<file path="config.mk">
export PLATFORM = sky130hd
export DESIGN_NAME = lut_slice
export DESIGN_NICKNAME = d
export VERILOG_FILES = /design/src/rtl/lut_slice_pkg.sv /design/src/rtl/lut_cfg_store.sv /design/src/rtl/lut_table.sv /design/src/rtl/lut_mux2.sv /design/src/rtl/lut_slice.sv
export SDC_FILE = /design/constraint.sdc
export NUM_CORES = 1
export LEC_CHECK = 0
export ABC_AREA = 1
export BUFFER_PORTS_ARGS = -buffer_cell sky130_fd_sc_hd__buf_2
export CELL_PAD_IN_SITES_DETAIL_PLACEMENT = 1
export CELL_PAD_IN_SITES_GLOBAL_PLACEMENT = 1
export CORE_ASPECT_RATIO = 2
export CORE_MARGIN = 1
export CORE_UTILIZATION = 30
export CTS_CLUSTER_DIAMETER = 80
export CTS_CLUSTER_SIZE = 12
export DETAILED_ROUTE_END_ITERATION = 10
export HOLD_SLACK_MARGIN = 0.08
export PLACE_DENSITY = 0.7
export SLEW_MARGIN = 0
export SYNTH_ARGS = -nofsm -noshare
export SYNTH_HDL_FRONTEND = slang
export SYNTH_SLANG_ARGS = --single-unit
export TNS_END_PERCENT = 30
</file>
<file path="constraint.sdc">
create_clock -name clk -period 1.5 [get_ports clk]
set_input_delay 0.075 -clock clk [delete_from_list [all_inputs] [get_ports clk]]
set_output_delay 0.075 -clock clk [all_outputs]
set_load 0.01 [all_outputs]
</file>
<file path="src/rtl/lut_slice_pkg.sv">
package lut_slice_pkg;

    // Default number of inputs per lookup table.
    localparam int DEF_K = 4;

    // Action chosen by the configuration store each cycle.
    typedef enum logic [1:0] {
        ACT_HOLD  = 2'd0,
        ACT_PAR   = 2'd1,
        ACT_SHIFT = 2'd2,
        ACT_CLOSE = 2'd3
    } cfg_act_e;

endpackage

</file>
<file path="src/rtl/lut_cfg_store.sv">
module lut_cfg_store
    import lut_slice_pkg::*;
#(
    parameter int K = DEF_K
) (
    input  logic                    clk,
    input  logic                    rst_n,
    input  logic                    par_we,
    input  logic [2*(1<<K)-1:0]     par_word,
    input  logic                    shift_en,
    input  logic                    sdi,
    output logic [(1<<K)-1:0]       tt_a,
    output logic [(1<<K)-1:0]       tt_b,
    output logic                    ok
);

    localparam int ENTRIES  = 1 << K;
    localparam int CFG_BITS = 2 * ENTRIES;
    localparam int CNT_W    = $clog2(CFG_BITS + 2);
    localparam logic [CNT_W-1:0] CNT_FULL = CNT_W'(CFG_BITS);
    localparam logic [CNT_W-1:0] CNT_SAT  = CNT_W'(CFG_BITS + 1);

    typedef struct packed {
        logic [CFG_BITS-1:0] bits;
        logic [CNT_W-1:0]    cnt;
        logic                ok;
    } store_t;

    store_t   st_q, st_d;
    cfg_act_e act;

    always_comb begin
        if (par_we)
            act = ACT_PAR;
        else if (shift_en)
            act = ACT_SHIFT;
        else if (st_q.cnt != '0)
            act = ACT_CLOSE;
        else
            act = ACT_HOLD;
    end

    always_comb begin
        st_d = st_q;
        case (act)
            ACT_PAR: begin
                st_d.bits = par_word;
                st_d.cnt  = '0;
                st_d.ok   = 1'b1;
            end
            ACT_SHIFT: begin
                st_d.bits = {sdi, st_q.bits[CFG_BITS-1:1]};
                st_d.ok   = 1'b0;
                if (st_q.cnt != CNT_SAT)
                    st_d.cnt = st_q.cnt + 1'b1;
            end
            ACT_CLOSE: begin
                st_d.ok  = (st_q.cnt == CNT_FULL);
                st_d.cnt = '0;
            end
            default: begin
                st_d = st_q;
            end
        endcase
    end

    always_ff @(posedge clk or negedge rst_n) begin
        if (!rst_n)
            st_q <= '0;
        else
            st_q <= st_d;
    end

    assign tt_a = st_q.bits[ENTRIES-1:0];
    assign tt_b = st_q.bits[CFG_BITS-1:ENTRIES];
    assign ok   = st_q.ok;

endmodule

</file>
<file path="src/rtl/lut_table.sv">
module lut_table #(
    parameter int K = 4
) (
    input  logic [(1<<K)-1:0] tt,
    input  logic [K-1:0]      addr,
    output logic              y
);

    always_comb begin
        y = tt[addr];
    end

endmodule

</file>
<file path="src/rtl/lut_mux2.sv">
module lut_mux2 (
    input  logic a,
    input  logic b,
    input  logic s,
    output logic y
);

    always_comb begin
        y = s ? b : a;
    end

endmodule

</file>
<file path="src/rtl/lut_slice.sv">
module lut_slice
    import lut_slice_pkg::*;
#(
    parameter int K = DEF_K
) (
    input  logic                    clk,
    input  logic                    rst_n,
    input  logic                    cfg_par_we,
    input  logic [2*(1<<K)-1:0]     cfg_par_word,
    input  logic                    cfg_shift_en,
    input  logic                    cfg_sdi,
    output logic                    cfg_ok,
    input  logic [K-1:0]            lut0_in,
    input  logic [K-1:0]            lut1_in,
    input  logic                    sel5,
    output logic                    f0,
    output logic                    f1,
    output logic                    f5,
    input  logic                    fx_sel,
    input  logic                    fx_lo,
    input  logic                    fx_hi,
    output logic                    fx_out
);

    localparam int ENTRIES = 1 << K;
    localparam int N_LUT   = 2;

    logic [N_LUT-1:0][ENTRIES-1:0] tt_arr;
    logic [N_LUT-1:0][K-1:0]       addr_arr;
    logic [N_LUT-1:0]              raw;
    logic                          raw5;

    lut_cfg_store #(.K(K)) u_store (
        .clk      (clk),
        .rst_n    (rst_n),
        .par_we   (cfg_par_we),
        .par_word (cfg_par_word),
        .shift_en (cfg_shift_en),
        .sdi      (cfg_sdi),
        .tt_a     (tt_arr[0]),
        .tt_b     (tt_arr[1]),
        .ok       (cfg_ok)
    );

    assign addr_arr[0] = lut0_in;
    assign addr_arr[1] = lut1_in;

    for (genvar g = 0; g < N_LUT; g++) begin : g_lut
        lut_table #(.K(K)) u_tab (
            .tt   (tt_arr[g]),
            .addr (addr_arr[g]),
            .y    (raw[g])
        );
    end

    lut_mux2 u_mux5 (
        .a (raw[0]),
        .b (raw[1]),
        .s (sel5),
        .y (raw5)
    );

    lut_mux2 u_muxfx (
        .a (fx_lo),
        .b (fx_hi),
        .s (fx_sel),
        .y (fx_out)
    );

    assign f0 = cfg_ok & raw[0];
    assign f1 = cfg_ok & raw[1];
    assign f5 = cfg_ok & raw5;

endmodule

</file>
==> run_results.csv, run 1 <==
group,metric,value,unit
outcome,status,"finished with violations",
outcome,violations,"negative setup slack",
power,p_leak,1.55,nW
place,dp_hpwl,4.74,mm
cells_and_area,areaGrowthSynthToFinish,47.1,%
synthesis,ys.warnings.count,0,
setup_path,path_class,"flip-flop to output pin",
die,die_w,62.0,um
synthesis,synthesis.nets,322,
synthesis,synth_edf_count,0,
cells_and_area,drive_gt1_share,32.0,%
cells_and_area,fin_util,45.7,%
sta,period_needed,1550,ps
sta,worstMarginPinSlew,565,ps
global_route,gr-total-overflow,0,
setup_path,crit_fanout,3,
synthesis,synth.most_common_cell,"nand2_1",
setup_path,cp_top_family,"simple AND/OR/NAND/NOR gates",
power,peakVddDrop,0.783,mV
clocking,path_clk_slew,50,ps
global_route,grt_pass1_wl,10.9,mm
die,row_count,43,
sta,tns,-45.8,ps
sta,hold_violations,0,
sta,skew,3.27,ps
clocking,h-tree-depth,2,
clocking,cts_buffers,5,
die,dieArea,7560,um^2
sta,setup_viol_count_final,1,
power,finalPower,2.90,mW
die,dieHeight,122,um
synthesis,synth_top_area_share,45.2,%
sta,slew_violations,0,
power,clockPowerShare,35.1,%
synthesis,yosysTopAreaCell,"dfrtp_1",
setup_path,cp_cell_sequence,"nor2_1, nor2_1, nand2_1, nand3_2, nand3_4, nand3_2, nand2_2, nor2_2, buf_2",
synthesis,ys.flop_type,"dfrtp_1",
drt,drc,0,
sta,clock.fmax,647,MHz
clocking,clock_path_buffers,2,
die,start_util,31.1,%
power,pwr-share-seq,41.3,%
clocking,insertion_delay,280,ps
power,swShare,28.3,%
synthesis,synth_cells,270,
global_route,grt.total_usage,20.1,%
sta,fin_crit_sh,103,%
cells_and_area,fin_area,3170,um^2
cells_and_area,num-nets-final,420,
cells_and_area,diodes,0,
drt,vias,2236,
min_path,hold_class,"input port to flip-flop",
power,p_per_area,914,nW/um^2
drt,firstDrtPassIters,4,
setup_path,crit_path_start_kind,"flip-flop",
power,p_switching,822,uW
drt,drt_iter0_drc,66,
setup_path,cp.arrival,1470,ps
setup_path,worst-path-buf-inv,1,
place,place.gp.congestion,0.749,
synthesis,yosysSeqAreaShare,45.2,%
clocking,cts_sinks,39,
place,placed_cell_area,2520,um^2
synthesis,ys_ff_latch,39,
synthesis,syn_area,2160,um^2
setup_path,endpoint_kind,"output pin",
synthesis,synthDistinctLibCells,26,
global_route,first_global_vias,2394,
synthesis,avgSynthCellArea,7.99,um^2
setup_path,slowest_delay,400,ps
synthesis,netlist_top_cells_area,"dfrtp_1 (45%), nand2_1 (14%), o221ai_1 (9.3%)",
global_route,grt_max_degree,30,
flow_run,drv_cap,0,
drt,wl_per_cell,14.9,um
sta,fin_ws,-45.8,ps
power,internal_power,2.08,mW
place,port_buffers,53,
drt,wl,6.86,mm
drt,ant_nets,0,
synthesis,synthArstFlopShare,100,%
setup_path,cp.required,1420,ps
die,num_io_pins,54,
global_route,antenna_found_initial,0,
sta,maxSlewHeadroom,62.3,%
drt,vias_per_cell,4.87,
power,combPwrFrac,23.6,%
die,coreArea,6940,um^2
clocking,root_buffer,"clkbuf_16",
setup_path,crit_slowest_cell,"dfrtp_1",
clocking,cts_tree,"done",
synthesis,synth.top_cells.by_count,"nand2_1 (79), inv_1 (43), dfrtp_1 (39), nand3_1 (28), o221ai_1 (23)",
sta,rsz0062_at_grt,"true",
-- power by group through the flow --
stage / sequential, mW / combinational, mW / clock, mW
CTS: 1.19 / 0.608 / 1.05
detailed placement: 1.21 / 0.525 / 0
global placement: 1.20 / 0.508 / 0
floorplan: 1.20 / 0.324 / 0
global route: 1.20 / 0.771 / 1.09
finish: 1.20 / 0.685 / 1.02
-- cells in the final DEF (no fill, tap or decap), drive strengths merged --
cell type,n
clkinv,1
o21ai,5
mux2,1
dlygate4sd3,34
o221ai,24
nor3,1
nand3,28
dfrtp,39
ha,3
nand2,79
o31ai,1
nand4,1
o211ai,10
nor2,14
a21oi,4
clkbuf,7
xnor2,1
inv,45
buf,69
a31oi,1
xor2,1
-- path summary, 6_finish.rpt --
check | startpoint | end | slack, ps | cells past startpoint
min | cfg_shift_en | u_store.tt_b[2]$_DFFE_PN0P_ | 180 | 4
max reg2reg | u_store.st_q[1]$_DFFE_PN0P_ | u_store.st_q[2]$_DFFE_PN0P_ | 90 | 7
min in group asynchronous | rst_n | u_store.tt_a[4]$_DFFE_PN0P_ | 260 | 2
min reg2reg | u_store.tt_a[0]$_DFFE_PN0P_ | u_store.tt_a[0]$_DFFE_PN0P_ | 530 | 2
max | u_store.tt_b[2]$_DFFE_PN0P_ | f5 | -50 | 9
max in group asynchronous | rst_n | u_store.tt_b[5]$_DFFE_PN0P_ | 770 | 3
-- metrics by stage --
step	hold WS (ps)	std cells	setup WS (ps)
floorplan	-221	270	248
global placement	29.0	405	171
detailed placement	36.6	405	32.6
CTS	168	448	0.247
global route	212	459	-130
finish	179	459	-45.8
-- cell families (layout without fill, tap and decap cells) --
kind of cell    after synthesis  in the layout  synth area share [%]
xor+xnor                      2              2                 0.812
mux                           1              1                 0.522
fa+ha+maj                     3              3                  1.74
simple gates                123            123                  24.0
compound gates               45             45                  16.4
flops                        39             39                  45.2
buf+inv                      57            156                  11.3
-- worst register-to-register path, cell delays in order (launching register included) --
cell and delay (ps):
dfrtp_1 420, inv_2 100, ha_4 140, nand4_1 140, o21ai_2 260, nand2_2 90, nand3_1 70, o21ai_1 60
-- area by class of cell --
| cell class | instances | area [um^2] |
|---|---|---|
| multi-input cells | 174 | 1030 |
| clock inverters | 1 | 5.00 |
| inverters | 45 | 169 |
| repair buffers | 103 | 751 |
| fillers | 851 | 3770 |
| well taps | 90 | 113 |
| clock buffers | 7 | 133 |
| flip-flops and latches | 39 | 976 |
-- repair_timing --
| item | 4_1_cts | 5_1_grt |
|---|---|---|
| endpoints found under the setup margin | 1 | 7 |
| buffers inserted | 1 | 11 |
| gates resized for setup | 8 | 30 |
| pin swaps | 1 | 8 |
| hold buffers | 34 | 0 |
| endpoints found under the hold margin | 64 | 0 |
-- sequential cells by signal, indices dropped and copies added (netlist names) --
signal	cells
u_store.tt_a	16
u_store.st_q	6
u_store.ok	1
u_store.tt_b	16
-- layer usage --
layer	track usage [%]	routed length [um]	up-vias
met3	3.93	166	10
met2	37.8	4080	45
li1	-	-	1093
met4	7.22	130	0
met5	0	0	-
met1	20.2	2480	1088
(Power assumes the default switching activity.)
==> run 2, diff against run 1 <==
==> constraint.sdc (replaced) <==
create_clock -name clk -period 1.5 [get_ports clk]
set_input_delay 0.3 -clock clk [delete_from_list [all_inputs] [get_ports clk]]
set_output_delay 0.3 -clock clk [all_outputs]
set_load 0.01 [all_outputs]
==> run_results.csv, run 2 (synthesized netlist as in run 1, its figures left out) <==
group,metric,value,unit
outcome,status,"finished with violations",
outcome,violations,"negative setup slack",
global_route,met1_usage,19.0,%
die,dieArea,7560,um^2
global_route,met2_usage,35.2,%
cells_and_area,drive_gt1_share,33.1,%
cells_and_area,final_common_cell,"nand2_1",
sta,skew,2.36,ps
cells_and_area,fin_util,41.4,%
setup_path,crit_fanout,3,
cells_and_area,diodes,0,
clocking,clock_path_buffers,2,
place,placed_cell_area,2640,um^2
die,die_w,62.0,um
setup_path,worst-path-buf-inv,1,
clocking,path_clk_slew,60,ps
place,dp_slack,-125,ps
die,num_io_pins,54,
cells_and_area,fin_area,2870,um^2
place,place.gp.congestion,0.786,
setup_path,critPathMostFrequentCell,"nor2_1",
sta,hold_ws,228,ps
setup_path,cp_top_family,"simple AND/OR/NAND/NOR gates",
global_route,grtUsageMet3,2.65,%
die,row_count,43,
sta,clock.fmax,598,MHz
drt,firstDrtPassIters,4,
setup_path,cp.arrival,1370,ps
sta,hold_violations,0,
power,peakVddDrop,0.488,mV
global_route,grt.busiest_layer,"met2",
clocking,cts_sinks,39,
clocking,cts_buffers,5,
setup_path,crit_path_start_kind,"flip-flop",
place,dp_hpwl,4.73,mm
sta,setup_viol_count_final,3,
min_path,hold_class,"input port to flip-flop",
setup_path,endpoint_kind,"output pin",
clocking,cts_tree,"done",
drt,vias_per_cell,4.83,
flow_run,drv_cap,0,
sta,period_needed,1670,ps
cells_and_area,nFillCells,849,
sta,fin_ws,-172,ps
drt,drt_iter0_drc,51,
die,coreArea,6940,um^2
cells_and_area,areaGrowthSynthToFinish,33.1,%
drt,ant_nets,0,
drt,wl,6.09,mm
die,dieHeight,122,um
sta,fin_crit_sh,111,%
global_route,gr-total-overflow,0,
global_route,grt_pass1_wl,10.3,mm
die,start_util,31.1,%
global_route,grt.total_usage,18.8,%
sta,slew_violations,0,
cells_and_area,num-nets-final,392,
place,port_buffers,53,
global_route,antenna_found_initial,0,
clocking,insertion_delay,280,ps
place,dp_cells,420,
sta,rsz0062_at_grt,"true",
setup_path,crit_slowest_cell,"dfrtp_1",
cells_and_area,multi_input_area,988,um^2
power,p_per_area,1010,nW/um^2
setup_path,path_class,"flip-flop to output pin",
power,p_leak,1.43,nW
sta,maxSlewHeadroom,77.3,%
global_route,first_global_vias,2260,
sta,worstMarginPinSlew,338,ps
clocking,root_buffer,"clkbuf_16",
drt,vias,2080,
global_route,grt_max_degree,40,
cells_and_area,layout.cells.non_filler,431,
drt,drc,0,
setup_path,slowest_delay,390,ps
cells_and_area,ff_latch_area,976,um^2
setup_path,cp.required,1200,ps
clocking,h-tree-depth,2,
setup_path,cp_cell_sequence,"nor2_1, nor2_1, nand2_1, nand3_1, nand3_2, nand3_2, nand2_1, nor2_1, buf_2",
drt,wl_per_cell,14.1,um
cells_and_area,final_cell_mix,"nand2_1 (77), buf_2 (53), dfrtp_1 (39), inv_1 (27)",
-- run 2: what timing repair did --
| item | CTS | global route |
|---|---|---|
| buffers inserted | 2 | 0 |
| pin swaps | 2 | 4 |
| hold endpoints to repair | 39 | 0 |
| resized for setup | 12 | 15 |
| endpoints found under the setup margin | 3 | 7 |
| hold buffers | 1 | 0 |
-- run 2: path summary, 6_finish.rpt --
check,from,end,slack (ps),depth (start not counted)
min in group asynchronous,rst_n,u_store.tt_a[4]$_DFFE_PN0P_,510,3
setup / recovery,u_store.tt_b[2]$_DFFE_PN0P_,f5,-170,9
hold / removal,cfg_par_word[22],u_store.tt_b[6]$_DFFE_PN0P_,230,3
setup reg to reg,u_store.st_q[2]$_DFFE_PN0P_,u_store.st_q[2]$_DFFE_PN0P_,150,7
max in group asynchronous,rst_n,u_store.tt_a[14]$_DFFE_PN0P_,790,3
hold reg to reg,u_store.tt_a[0]$_DFFE_PN0P_,u_store.tt_a[0]$_DFFE_PN0P_,530,2
-- run 2: cell type report --
type                    count  share of cell area, %
clock buffers               8                   5.44
multi-input cells         174                   34.4
flip-flops and latches     39                   34.0
well taps                  90                   3.92
inverters                  45                   5.88
repair buffers             75                   16.4
-- run 2: through the flow --
stage | power [mW] | setup TNS [ps]
3_5_place_dp | 1.78 | -200
3_3_place_gp | 1.76 | -160
4_1_cts | 2.93 | -448
2_1_floorplan | 1.52 | 0
6_report | 2.91 | -383
5_1_grt | 3.08 | -750
-- run 2: layer usage --
layer	wire (um)	up-vias
met4	182	0
met1	2160	996
met5	0	-
met2	3600	38
li1	-	1035
met3	143	11
-- run 2: report_power, final --
group / total, mW / internal, mW / switching (mW)
clock network: 1.11 / 0.707 / 0.403
logic: 0.605 / 0.258 / 0.346
registers: 1.19 / 1.15 / 0.0411
total: 2.91 / 2.12 / 0.791
-- run 2: worst register-to-register path: stages, from the launching register on --
cell and delay, ps:
dfrtp_1 390, inv_2 100, ha_4 140, nand4_1 160
o21ai_4 230, nand2_2 90, nand3_1 70, o21ai_1 60
